--- src/rtl/adc_sar_pkg.sv ---
`timescale 1ns/1ps
// Shared types for the SAR sequencer: the decoded control byte and the
// sequencer state. The struct field order matches the bit order of the byte.
package adc_sar_pkg;
    typedef struct packed {
        logic [1:0] pd;
        logic       acq_ext;
        logic       single;
        logic       unipolar;
        logic [2:0] chan;
    } ctl_byte_t;

    typedef enum logic [1:0] {
        ST_IDLE,
        ST_ACQ_INT,
        ST_ACQ_EXT,
        ST_CONV
    } seq_state_t;

    localparam logic [1:0] PD_FULL = 2'b00;
    localparam logic [1:0] PD_STBY = 2'b01;
    localparam logic [1:0] PD_NINT = 2'b10;
    localparam logic [1:0] PD_NEXT = 2'b11;
endpackage

--- src/rtl/adc_strobe_edge.sv ---
`timescale 1ns/1ps
// Edge detection for the port strobes. It produces a write-rise and a
// read-fall pulse, both qualified by chip select.
// Assumes the strobes are already synchronous to clk.
module adc_strobe_edge (
    input  logic clk,
    input  logic rst_n,
    input  logic cs_n,
    input  logic wr_n,
    input  logic rd_n,
    output logic wr_rise,
    output logic rd_fall
);
    logic wr_q;
    logic rd_q;

    // keep last sampled strobe levels
    always_ff @(posedge clk) begin
        if (!rst_n) begin
            wr_q <= 1'b1;
            rd_q <= 1'b1;
        end else begin
            wr_q <= wr_n;
            rd_q <= rd_n;
        end
    end

    assign wr_rise = !cs_n && !wr_q && wr_n;
    assign rd_fall = !cs_n && rd_q && !rd_n;
endmodule

--- src/rtl/adc_ctl_reg.sv ---
`timescale 1ns/1ps
// Control byte latch and decode. The power-down codes leave the clock
// source alone. Reset selects normal operation on the external clock.
module adc_ctl_reg
    import adc_sar_pkg::*;
(
    input  logic       clk,
    input  logic       rst_n,
    input  logic       wr_rise,
    input  ctl_byte_t  wbyte,
    output logic [1:0] pd,
    output logic       single,
    output logic       unipolar,
    output logic [2:0] chan,
    output logic       clk_int
);
    // latch settings on each accepted write
    always_ff @(posedge clk) begin
        if (!rst_n) begin
            pd       <= PD_NEXT;
            single   <= 1'b0;
            unipolar <= 1'b0;
            chan     <= '0;
        end else if (wr_rise) begin
            pd       <= wbyte.pd;
            single   <= wbyte.single;
            unipolar <= wbyte.unipolar;
            chan     <= wbyte.chan;
        end
    end

    // clock source follows only the normal-operation codes
    always_ff @(posedge clk) begin
        if (!rst_n) begin
            clk_int <= 1'b0;
        end else if (wr_rise && (wbyte.pd == PD_NINT || wbyte.pd == PD_NEXT)) begin
            clk_int <= (wbyte.pd == PD_NINT);
        end
    end
endmodule

--- src/rtl/adc_sar_seq.sv ---
`timescale 1ns/1ps
// Acquisition timer and successive-approximation search. A write picks
// the acquisition style or aborts. Conversion ticks step the search MSB
// first and the last tick issues a one-cycle done pulse.
// Assumes tick is a single-cycle enable from the selected clock source.
module adc_sar_seq
    import adc_sar_pkg::*;
#(
    parameter int RES       = 12,
    parameter int ACQ_TICKS = 3
) (
    input  logic           clk,
    input  logic           rst_n,
    input  logic           wr_rise,
    input  ctl_byte_t      wbyte,
    input  logic           tick,
    input  logic           cmp_hi,
    output logic           track,
    output logic           busy,
    output logic           done,
    output logic [RES-1:0] sar_val,
    output logic [RES-1:0] dac_code,
    output logic           addr_err
);
    localparam int CONV_TICKS = RES + 1;
    localparam int CNT_MAX    = (CONV_TICKS > ACQ_TICKS + 1) ? CONV_TICKS : ACQ_TICKS + 1;
    localparam int CW         = $clog2(CNT_MAX + 1);
    localparam logic [RES-1:0] MSB_ONLY = {1'b1, {(RES-1){1'b0}}};

    seq_state_t     state;
    logic [CW-1:0]  cnt;
    logic [RES-1:0] sar;
    logic [RES-1:0] mask;
    logic [4:0]     ref_bits;
    logic [4:0]     new_bits;

    assign new_bits = {wbyte.single, wbyte.unipolar, wbyte.chan};

    // sequencer state, counters and search register
    always_ff @(posedge clk) begin
        if (!rst_n) begin
            state    <= ST_IDLE;
            cnt      <= '0;
            sar      <= '0;
            mask     <= '0;
            ref_bits <= '0;
            addr_err <= 1'b0;
        end else if (wr_rise) begin
            cnt      <= '0;
            addr_err <= 1'b0;
            if (wbyte.pd == PD_FULL || wbyte.pd == PD_STBY) begin
                state <= ST_IDLE;
            end else if (wbyte.acq_ext) begin
                state    <= ST_ACQ_EXT;
                ref_bits <= new_bits;
            end else if (state == ST_ACQ_EXT) begin
                state    <= ST_CONV;
                sar      <= '0;
                mask     <= MSB_ONLY;
                addr_err <= (new_bits != ref_bits);
            end else begin
                state <= ST_ACQ_INT;
            end
        end else if (tick) begin
            case (state)
                ST_ACQ_INT: begin
                    if (cnt == CW'(ACQ_TICKS)) begin
                        state <= ST_CONV;
                        cnt   <= '0;
                        sar   <= '0;
                        mask  <= MSB_ONLY;
                    end else begin
                        cnt <= cnt + 1'b1;
                    end
                end
                ST_CONV: begin
                    if (cnt == CW'(CONV_TICKS - 1)) begin
                        state <= ST_IDLE;
                        cnt   <= '0;
                    end else begin
                        if (cmp_hi) sar <= sar | mask;
                        mask <= mask >> 1;
                        cnt  <= cnt + 1'b1;
                    end
                end
                default: begin
                end
            endcase
        end
    end

    assign track    = (state == ST_ACQ_INT) || (state == ST_ACQ_EXT);
    assign busy     = (state == ST_CONV);
    assign done     = !wr_rise && tick && busy && (cnt == CW'(CONV_TICKS - 1));
    assign sar_val  = sar;
    assign dac_code = sar | mask;
endmodule

--- src/rtl/adc_result_port.sv ---
`timescale 1ns/1ps
// Result latch, output coding, interrupt flag and the driver enables.
// On the done pulse the code is latched, with its MSB flipped for
// bipolar. A write clears the flag ahead of everything else, and done
// wins over a read in the same cycle.
module adc_result_port #(
    parameter int RES = 12
) (
    input  logic           clk,
    input  logic           rst_n,
    input  logic           cs_n,
    input  logic           rd_n,
    input  logic           done,
    input  logic           wr_rise,
    input  logic           rd_fall,
    input  logic           unipolar,
    input  logic [RES-1:0] sar_val,
    output logic [RES-1:0] dout,
    output logic           dout_oe,
    output logic           int_n,
    output logic           int_oe
);
    logic [RES-1:0] res_q;
    logic           flag_q;

    // latch the coded result at the end of a conversion
    always_ff @(posedge clk) begin
        if (!rst_n) begin
            res_q <= '0;
        end else if (done) begin
            res_q <= unipolar ? sar_val : {~sar_val[RES-1], sar_val[RES-2:0]};
        end
    end

    // end-of-conversion flag
    always_ff @(posedge clk) begin
        if (!rst_n) begin
            flag_q <= 1'b0;
        end else if (wr_rise) begin
            flag_q <= 1'b0;
        end else if (done) begin
            flag_q <= 1'b1;
        end else if (rd_fall) begin
            flag_q <= 1'b0;
        end
    end

    assign dout    = res_q;
    assign dout_oe = !cs_n && !rd_n;
    assign int_n   = !flag_q;
    assign int_oe  = !cs_n;
endmodule

--- src/rtl/adc_sar_ctrl.sv ---
`timescale 1ns/1ps
// Top of the SAR converter sequencer with its parallel port. It picks
// the tick source from the clock-mode setting, gates the external tick
// with chip select, and joins the strobe, control, search and result
// stages together.
module adc_sar_ctrl
    import adc_sar_pkg::*;
#(
    parameter int RES       = 12,
    parameter int ACQ_TICKS = 3
) (
    input  logic           clk,
    input  logic           rst_n,
    input  logic           cs_n,
    input  logic           wr_n,
    input  logic           rd_n,
    input  logic [7:0]     din,
    input  logic           ext_tick,
    input  logic           osc_tick,
    input  logic           cmp_hi,
    output logic [RES-1:0] dout,
    output logic           dout_oe,
    output logic           int_n,
    output logic           int_oe,
    output logic [RES-1:0] dac_code,
    output logic           track,
    output logic           busy,
    output logic [2:0]     mux_sel,
    output logic           single_ended,
    output logic           unipolar,
    output logic           pwr_full,
    output logic           pwr_standby,
    output logic           int_clk_sel,
    output logic           addr_err
);
    ctl_byte_t      wbyte;
    logic           wr_rise;
    logic           rd_fall;
    logic [1:0]     pd;
    logic           clk_int;
    logic           conv_tick;
    logic           done;
    logic [RES-1:0] sar_val;

    assign wbyte = ctl_byte_t'(din);

    adc_strobe_edge u_edge (
        .clk     (clk),
        .rst_n   (rst_n),
        .cs_n    (cs_n),
        .wr_n    (wr_n),
        .rd_n    (rd_n),
        .wr_rise (wr_rise),
        .rd_fall (rd_fall)
    );

    adc_ctl_reg u_ctl (
        .clk      (clk),
        .rst_n    (rst_n),
        .wr_rise  (wr_rise),
        .wbyte    (wbyte),
        .pd       (pd),
        .single   (single_ended),
        .unipolar (unipolar),
        .chan     (mux_sel),
        .clk_int  (clk_int)
    );

    assign conv_tick = clk_int ? osc_tick : (ext_tick && !cs_n);

    adc_sar_seq #(
        .RES       (RES),
        .ACQ_TICKS (ACQ_TICKS)
    ) u_seq (
        .clk      (clk),
        .rst_n    (rst_n),
        .wr_rise  (wr_rise),
        .wbyte    (wbyte),
        .tick     (conv_tick),
        .cmp_hi   (cmp_hi),
        .track    (track),
        .busy     (busy),
        .done     (done),
        .sar_val  (sar_val),
        .dac_code (dac_code),
        .addr_err (addr_err)
    );

    adc_result_port #(
        .RES (RES)
    ) u_res (
        .clk      (clk),
        .rst_n    (rst_n),
        .cs_n     (cs_n),
        .rd_n     (rd_n),
        .done     (done),
        .wr_rise  (wr_rise),
        .rd_fall  (rd_fall),
        .unipolar (unipolar),
        .sar_val  (sar_val),
        .dout     (dout),
        .dout_oe  (dout_oe),
        .int_n    (int_n),
        .int_oe   (int_oe)
    );

    assign pwr_full    = (pd == PD_FULL);
    assign pwr_standby = (pd == PD_STBY);
    assign int_clk_sel = clk_int;
endmodule

--- config.mk ---
export PLATFORM = sky130hd
export DESIGN_NAME = adc_sar_ctrl
export DESIGN_NICKNAME = d
export VERILOG_FILES = /design/src/rtl/adc_sar_pkg.sv /design/src/rtl/adc_strobe_edge.sv /design/src/rtl/adc_ctl_reg.sv /design/src/rtl/adc_sar_seq.sv /design/src/rtl/adc_result_port.sv /design/src/rtl/adc_sar_ctrl.sv
export SDC_FILE = /design/constraint.sdc
export NUM_CORES = 1
export LEC_CHECK = 0
export CAP_MARGIN = 0
export CORE_MARGIN = 2
export CORE_UTILIZATION = 50
export CTS_BUF_LIST = sky130_fd_sc_hd__clkbuf_8 sky130_fd_sc_hd__clkbuf_16
export DETAILED_ROUTE_END_ITERATION = 8
export GPL_TIMING_DRIVEN = 1
export PLACE_DENSITY_LB_ADDON = 0.25
export SETUP_SLACK_MARGIN = 0.4
export SYNTH_ARGS = -nofsm -noshare
export SYNTH_HDL_FRONTEND = slang
export SYNTH_SLANG_ARGS = --single-unit
--- constraint.sdc ---
create_clock -name clk -period 2.4 [get_ports clk]
set_input_delay 0.48 -clock clk [delete_from_list [all_inputs] [get_ports clk]]
set_output_delay 0.48 -clock clk [all_outputs]
set_load 0.05 [all_outputs]
== Yosys cells after proc, flatten, opt, wreduce, memory -nomap -nowiden ==
Index checks and enable logic that the tools add are counted.
Storage, ports and cells
  output and inout port bits: 38
  word-level logic and storage cells: 102
  flip-flop bits (word level): 59
  bits of input ports: 16
Cells by class
  reductions and logical operators: 30
  eq/ne operators: 17
  bitwise gates (word level): 4
  multiplexer cells: 35
  add/sub/neg operators: 1
Operators by type and width (count)
  12-bit two-way mux: 16
  12-bit case mux with 2 select lines: 2
  2-bit two-way mux: 7
  12-bit bitwise OR: 1
  1-bit logical AND: 10
  3-bit != test (second input constant): 3
  2-bit == test (second input constant): 4
  4-bit two-way mux: 2
  4-bit case mux with 2 select lines: 1
  8-bit AND reduction: 1
  7-bit AND reduction: 1
  2-bit by 1-bit == test with 1-bit output (second input constant): 3
  1-bit two-way mux: 6
  2-bit nonzero test: 3
  1-bit zero test: 5
  5-bit != test: 1
  4-bit by 1-bit adder with 4-bit output (second input constant): 1
  4-bit by 2-bit == test with 1-bit output (second input constant): 1
  4-bit == test (second input constant): 1
  2-bit zero test: 2
  2-bit != test (second input constant): 2
  2-bit case mux with 2 select lines: 1
  4-bit AND reduction: 1
  1-bit logical OR: 3
  other kinds (7): 9

== Depth between registers and ports, before layout ==
  word-level depth: 8
  gate-level depth with buffers: 7
  gate-level depth less buffers: 6

== Hierarchy ==
From an unflattened synthesis, not the netlist that was laid out.
Unflattened totals
  cells, all modules: 261
  area, all modules: 2541.2 µm²
Modules (own cells, without submodules)
  adc_sar_seq: cells each 176, area an instance 1619.1 µm², seq. area each 720.7 µm², instances 1
  adc_result_port: cells each 48, area an instance 530.5 µm², seq. area each 260.2 µm², instances 1
  adc_ctl_reg: cells each 26, area an instance 295.3 µm², seq. area each 160.2 µm², instances 1
  adc_strobe_edge: cells each 6, area an instance 67.6 µm², seq. area each 40.0 µm², instances 1
  adc_sar_ctrl: cells each 5, area an instance 28.8 µm², seq. area each 0.0 µm², instances 1

== Least setup slack after synthesis ==
Ideal clock, no wire load.
  path kind: register to register
  start: register u_seq.state[1]
  end: register u_res.res_q[10], in the netlist u_res.dout[10]
  cell stages (with the launch flop): 8
  arrival time: 2154 ps
  required time: 2272 ps
  path slack: 119 ps
  clock period less this slack: 2281 ps
  path buffers: 2
  cell sequence: dfxtp_1 -> ha_1 -> buf_2 -> nand4_1 -> a211oi_4 -> buf_8 -> mux2i_1 -> nor2_1
Between the ends
  word-level cells in the longest chain between the ends: 3
Ends and longest elaborated chain
  start, declared: line adc_sar_seq.sv:30  | seq_state_t state;
  start signal, assigned: line adc_sar_seq.sv:42  | state <= ST_IDLE;
  start signal, assigned: line adc_sar_seq.sv:52  | state <= ST_IDLE;
  start signal, assigned: line adc_sar_seq.sv:54  | state <= ST_ACQ_EXT;
  2-bit == test: line adc_sar_seq.sv:93  | assign busy = (state == ST_CONV);
  via busy: line adc_sar_ctrl.sv:27  | output logic busy,
  1-bit logical AND (2 in a row): line adc_sar_seq.sv:94  | assign done = !wr_rise && tick && busy && (cnt == CW'(CONV_TICKS - 1));
  end signal, assigned: line adc_result_port.sv:31  | res_q <= unipolar ? sar_val : {~sar_val[RES-1], sar_val[RES-2:0]};
  end, declared: line adc_result_port.sv:23  | logic [RES-1:0] res_q;
The timed path passes the listed nets, and every way through them passes these cells.
A chain may end at the register's enable or synchronous reset.

== Final worst setup path ==
  start: register u_seq.cnt[1]
  end: register u_seq.sar[4], in the netlist u_seq.sar_val[4]
Between the ends
  word-level cells in the longest chain between the ends: 3
  elaborated cells between the ends (all ways): 5
  those cells by class: 4 x eq/ne; 1 x reduce/logical
Ends and longest elaborated chain
  start, declared: line adc_sar_seq.sv:31  | logic [CW-1:0] cnt;
  start signal, assigned: line adc_sar_seq.sv:73  | cnt <= cnt + 1'b1;
  start signal, assigned: line adc_sar_seq.sv:83  | cnt <= cnt + 1'b1;
  4-bit == test / 4-bit by 2-bit == test with 1-bit output (equally long branches): line adc_sar_seq.sv:77, adc_sar_seq.sv:67
  3-bit != test (no source line) / 3-bit by 2-bit != test with 1-bit output (equally long branches)
  8-bit AND reduction (no source line) *
  end signal, assigned: line adc_sar_seq.sv:81  | if (cmp_hi) sar <= sar | mask;
  end, declared: line adc_sar_seq.sv:32  | logic [RES-1:0] sar;
Mark *: on every way between the ends. The rest lies on a longest branch, timed or not.

==> results.yml <==
synth:
  netlist_instances: 270
  synth.cell_area_mm2: 0.00253
  synthesis.nets: 291
  avgSynthCellArea_um2: 9.39
  synth_seq_cells: 59
  yosys-top-cells-area: "dfxtp_1 47%, mux2i_1 11%, nand2_1 6.2%, a22o_1 4.1%, nor2_1 3.8%"
  ys_seq_area_frac: 0.466
  synth_top_area_frac: 0.466
  yosys_warnings: 0
  yosys.area.top_type: "dfxtp_1"
  ys_types: 44
outcome:
  status: "finished, final reports clean"
worst_setup_path:
  critPathMaxFanout: 12
  critPathCaptureType: "flip-flop"
  crit_path_start: "u_seq.cnt[1]"
  arrival_ns: 2.24
  path_class: "reg2reg"
  crit_path_end: "u_seq.sar_val[4]"
  timing.rr.start: "u_seq.cnt[1]"
  r2r_slack_ns: 0.44
  r2r-end: "u_seq.sar_val[4]"
  startpoint_type: "flip-flop"
  rr_worst_depth: 7
  crit_required_ns: 2.68
routing:
  wl_per_cell_um: 14.3
  drc: 0
  dr.first_iter.drc_count: 100
  firstDrtPassIters: 4
  drt-vias-per-instance: 5.26
  wirelength_um: 5900
  vias: 2172
  ant_nets: 0
die:
  rows: 25
  coreArea_mm2: 0.00482
  die_x_um: 75.2
  ios: 54
  initial_core_util: 0.526
  die_y_um: 75.2
  dieArea_mm2: 0.00566
layout:
  drive_gt1_frac: 0.185
  area_growth_pct: 38.5
  nets: 363
  diodes: 0
  final_cell_area_mm2: 0.00351
  final_cells: 413
  final_cell_mix: "58 x dfxtp_1, 42 x nand2_1, 29 x mux2i_1, 29 x clkdlybuf4s50_1, 26 x nor2_1"
  final_core_util: 0.729
  layout_commonest_cell: "dfxtp_1"
placed_design:
  dp_slack_ns: -0.118
  routabilityCongestion: 0.861
  hpwlAfterDp_um: 3960
  placed_cells: 395
  port_buffers: 53
  postPlaceCellArea_mm2: 0.00325
grt:
  grt_max_degree: 28
  grt_usage: 0.227
  grt_overflow_total: 0
  grt_pass1_wl_um: 9570
  antenna_found_initial: 0
  grt_pass1_vias: 2022
sta:
  fin_worst_skew_ns: 0.00714
  finalSetupViolations: 0
  fin_crit_sh: 0.817
  tightest_slew_ns: 0.650
  whs_ns: 0.453
  hold_violations: 0
  tns_ns: 0
  timing.fmax_ghz: 0.510
  rsz0062_at_grt: "false"
  slew_violations: 0
  slew_headroom: 0.567
  min_period_ns: 1.96
  worst_slack_ns: 0.440
power:
  p_leak_nw: 1.57
  ir_drop_mv: 0.515
  power-per-cell-area_mw_per_mm2: 612
  power.total_mw: 2.15
run:
  cap_violations: 0
cts:
  clockRootBuffer: "clkbuf_8"
  cts_buffer_depth: 2
  h-tree-depth: 3
  cts.clk_slew.worst_paths_ns: 0.07
  clk_latency_ns: 0.34
  numCtsBuffers: 9
  cts_tree: "yes"
  clock_sinks: 59
  holdBufCountCts: 0
worst_hold_path:
  holdCritPathClass: "reg2reg"
==> cell type report <==
type	count	area (um2)
clock buffer	10	138
clock inverter	5	77.6
fill	376	1310
inverter	10	37.5
multi-input combinational	188	1270
sequential	59	1180
tap	67	83.8
timing repair buffer	74	721
==> worst max-delay path, cell delays in order (launching register included) <==
cell and delay [ns]:
dfxtp_1 0.40, ha_1 0.19, or3b_1 0.40, a21oi_2 0.23, buf_4 0.17, and3_1 0.19
buf_6 0.16, a22o_1 0.15
==> Yosys cell counts (all sizes together) <==
library cell / instances
buf: 5
o211ai: 1
a31oi: 2
and3: 2
nand4: 1
or3: 1
nor3b: 2
nor2b: 1
inv: 10
a22o: 12
mux2i: 29
a211oi: 1
or3b: 3
xnor2: 5
and2: 1
o221ai: 1
nor2: 26
nand3: 8
nand2: 42
a21oi: 15
o31ai: 1
o22ai: 1
nand2b: 2
a41o: 1
and4: 1
a21o: 3
a311oi: 2
or2: 12
a41oi: 1
o21ai: 3
clkbuf: 8
ha: 5
xor2: 3
dfxtp: 59
==> where the power goes <==
part           leakage (nW)  switching, mW  internal [mW]
Clock                 0.108          0.395          0.603
Sequential            0.477        0.00653          0.987
Combinational         0.986         0.0867         0.0697
==> kinds of logic (layout without fill, tap and decap cells) <==
group / Yosys count / after routing / synth area share
AND/OR/NAND/NOR: 102 / 102 / 0.193
flip-flops: 59 / 59 / 0.466
AO/OA/AOI/OAI: 44 / 44 / 0.130
multiplexers: 29 / 29 / 0.115
buffers and inverters: 23 / 99 / 0.0439
XOR/XNOR: 8 / 8 / 0.0276
adder cells (fa/ha/maj): 5 / 5 / 0.0247
==> registers in the layout (all words and copies together), names as in the netlist <==
signal          count
u_seq.sar_val      12
u_ctl.unipolar      1
u_seq.mask         12
u_seq.ref_bits      5
u_edge.wr_q         1
u_seq.state         2
u_edge.rd_q         1
u_seq.addr_err      1
u_res.dout         12
u_ctl.chan          3
u_res.flag_q        1
u_ctl.clk_int       1
u_ctl.single        1
u_seq.cnt           4
u_ctl.pd            2
==> how the worst min path moves through the flow <==
stage                              start              to  slack (ns)  depth (start not counted)
final                      u_ctl.chan[0]   u_ctl.chan[0]        0.45                          2
after global routing       u_ctl.chan[0]   u_ctl.chan[0]        0.48                          2
after CTS                  u_ctl.chan[1]   u_ctl.chan[1]        0.45                          2
after detailed placement   u_ctl.chan[0]   u_ctl.chan[0]        0.45                          2
after global placement    u_seq.addr_err  u_seq.addr_err        0.44                          2
after floorplan            u_seq.mask[0]   u_seq.mask[0]        0.45                          2
==> per-layer routing <==
layer | vias to the layer above | global-route usage | part of all wire
met4 | 0 | 0.0936 | 0.017
met2 | 50 | 0.372 | 0.48
met5 | - | 0 | 0
met1 | 1046 | 0.286 | 0.46
li1 | 1064 | - | -
met3 | 12 | 0.0562 | 0.044
==> what timing repair did <==
action,4_1_cts,5_1_grt
endpoints found under the setup margin,43,28
gates resized for setup,20,8
pin swaps,0,4
setup buffers,0,2
gates cloned,0,1
endpoints found under the hold margin,0,0
Note: power is estimated with default switching activity, not from simulation.
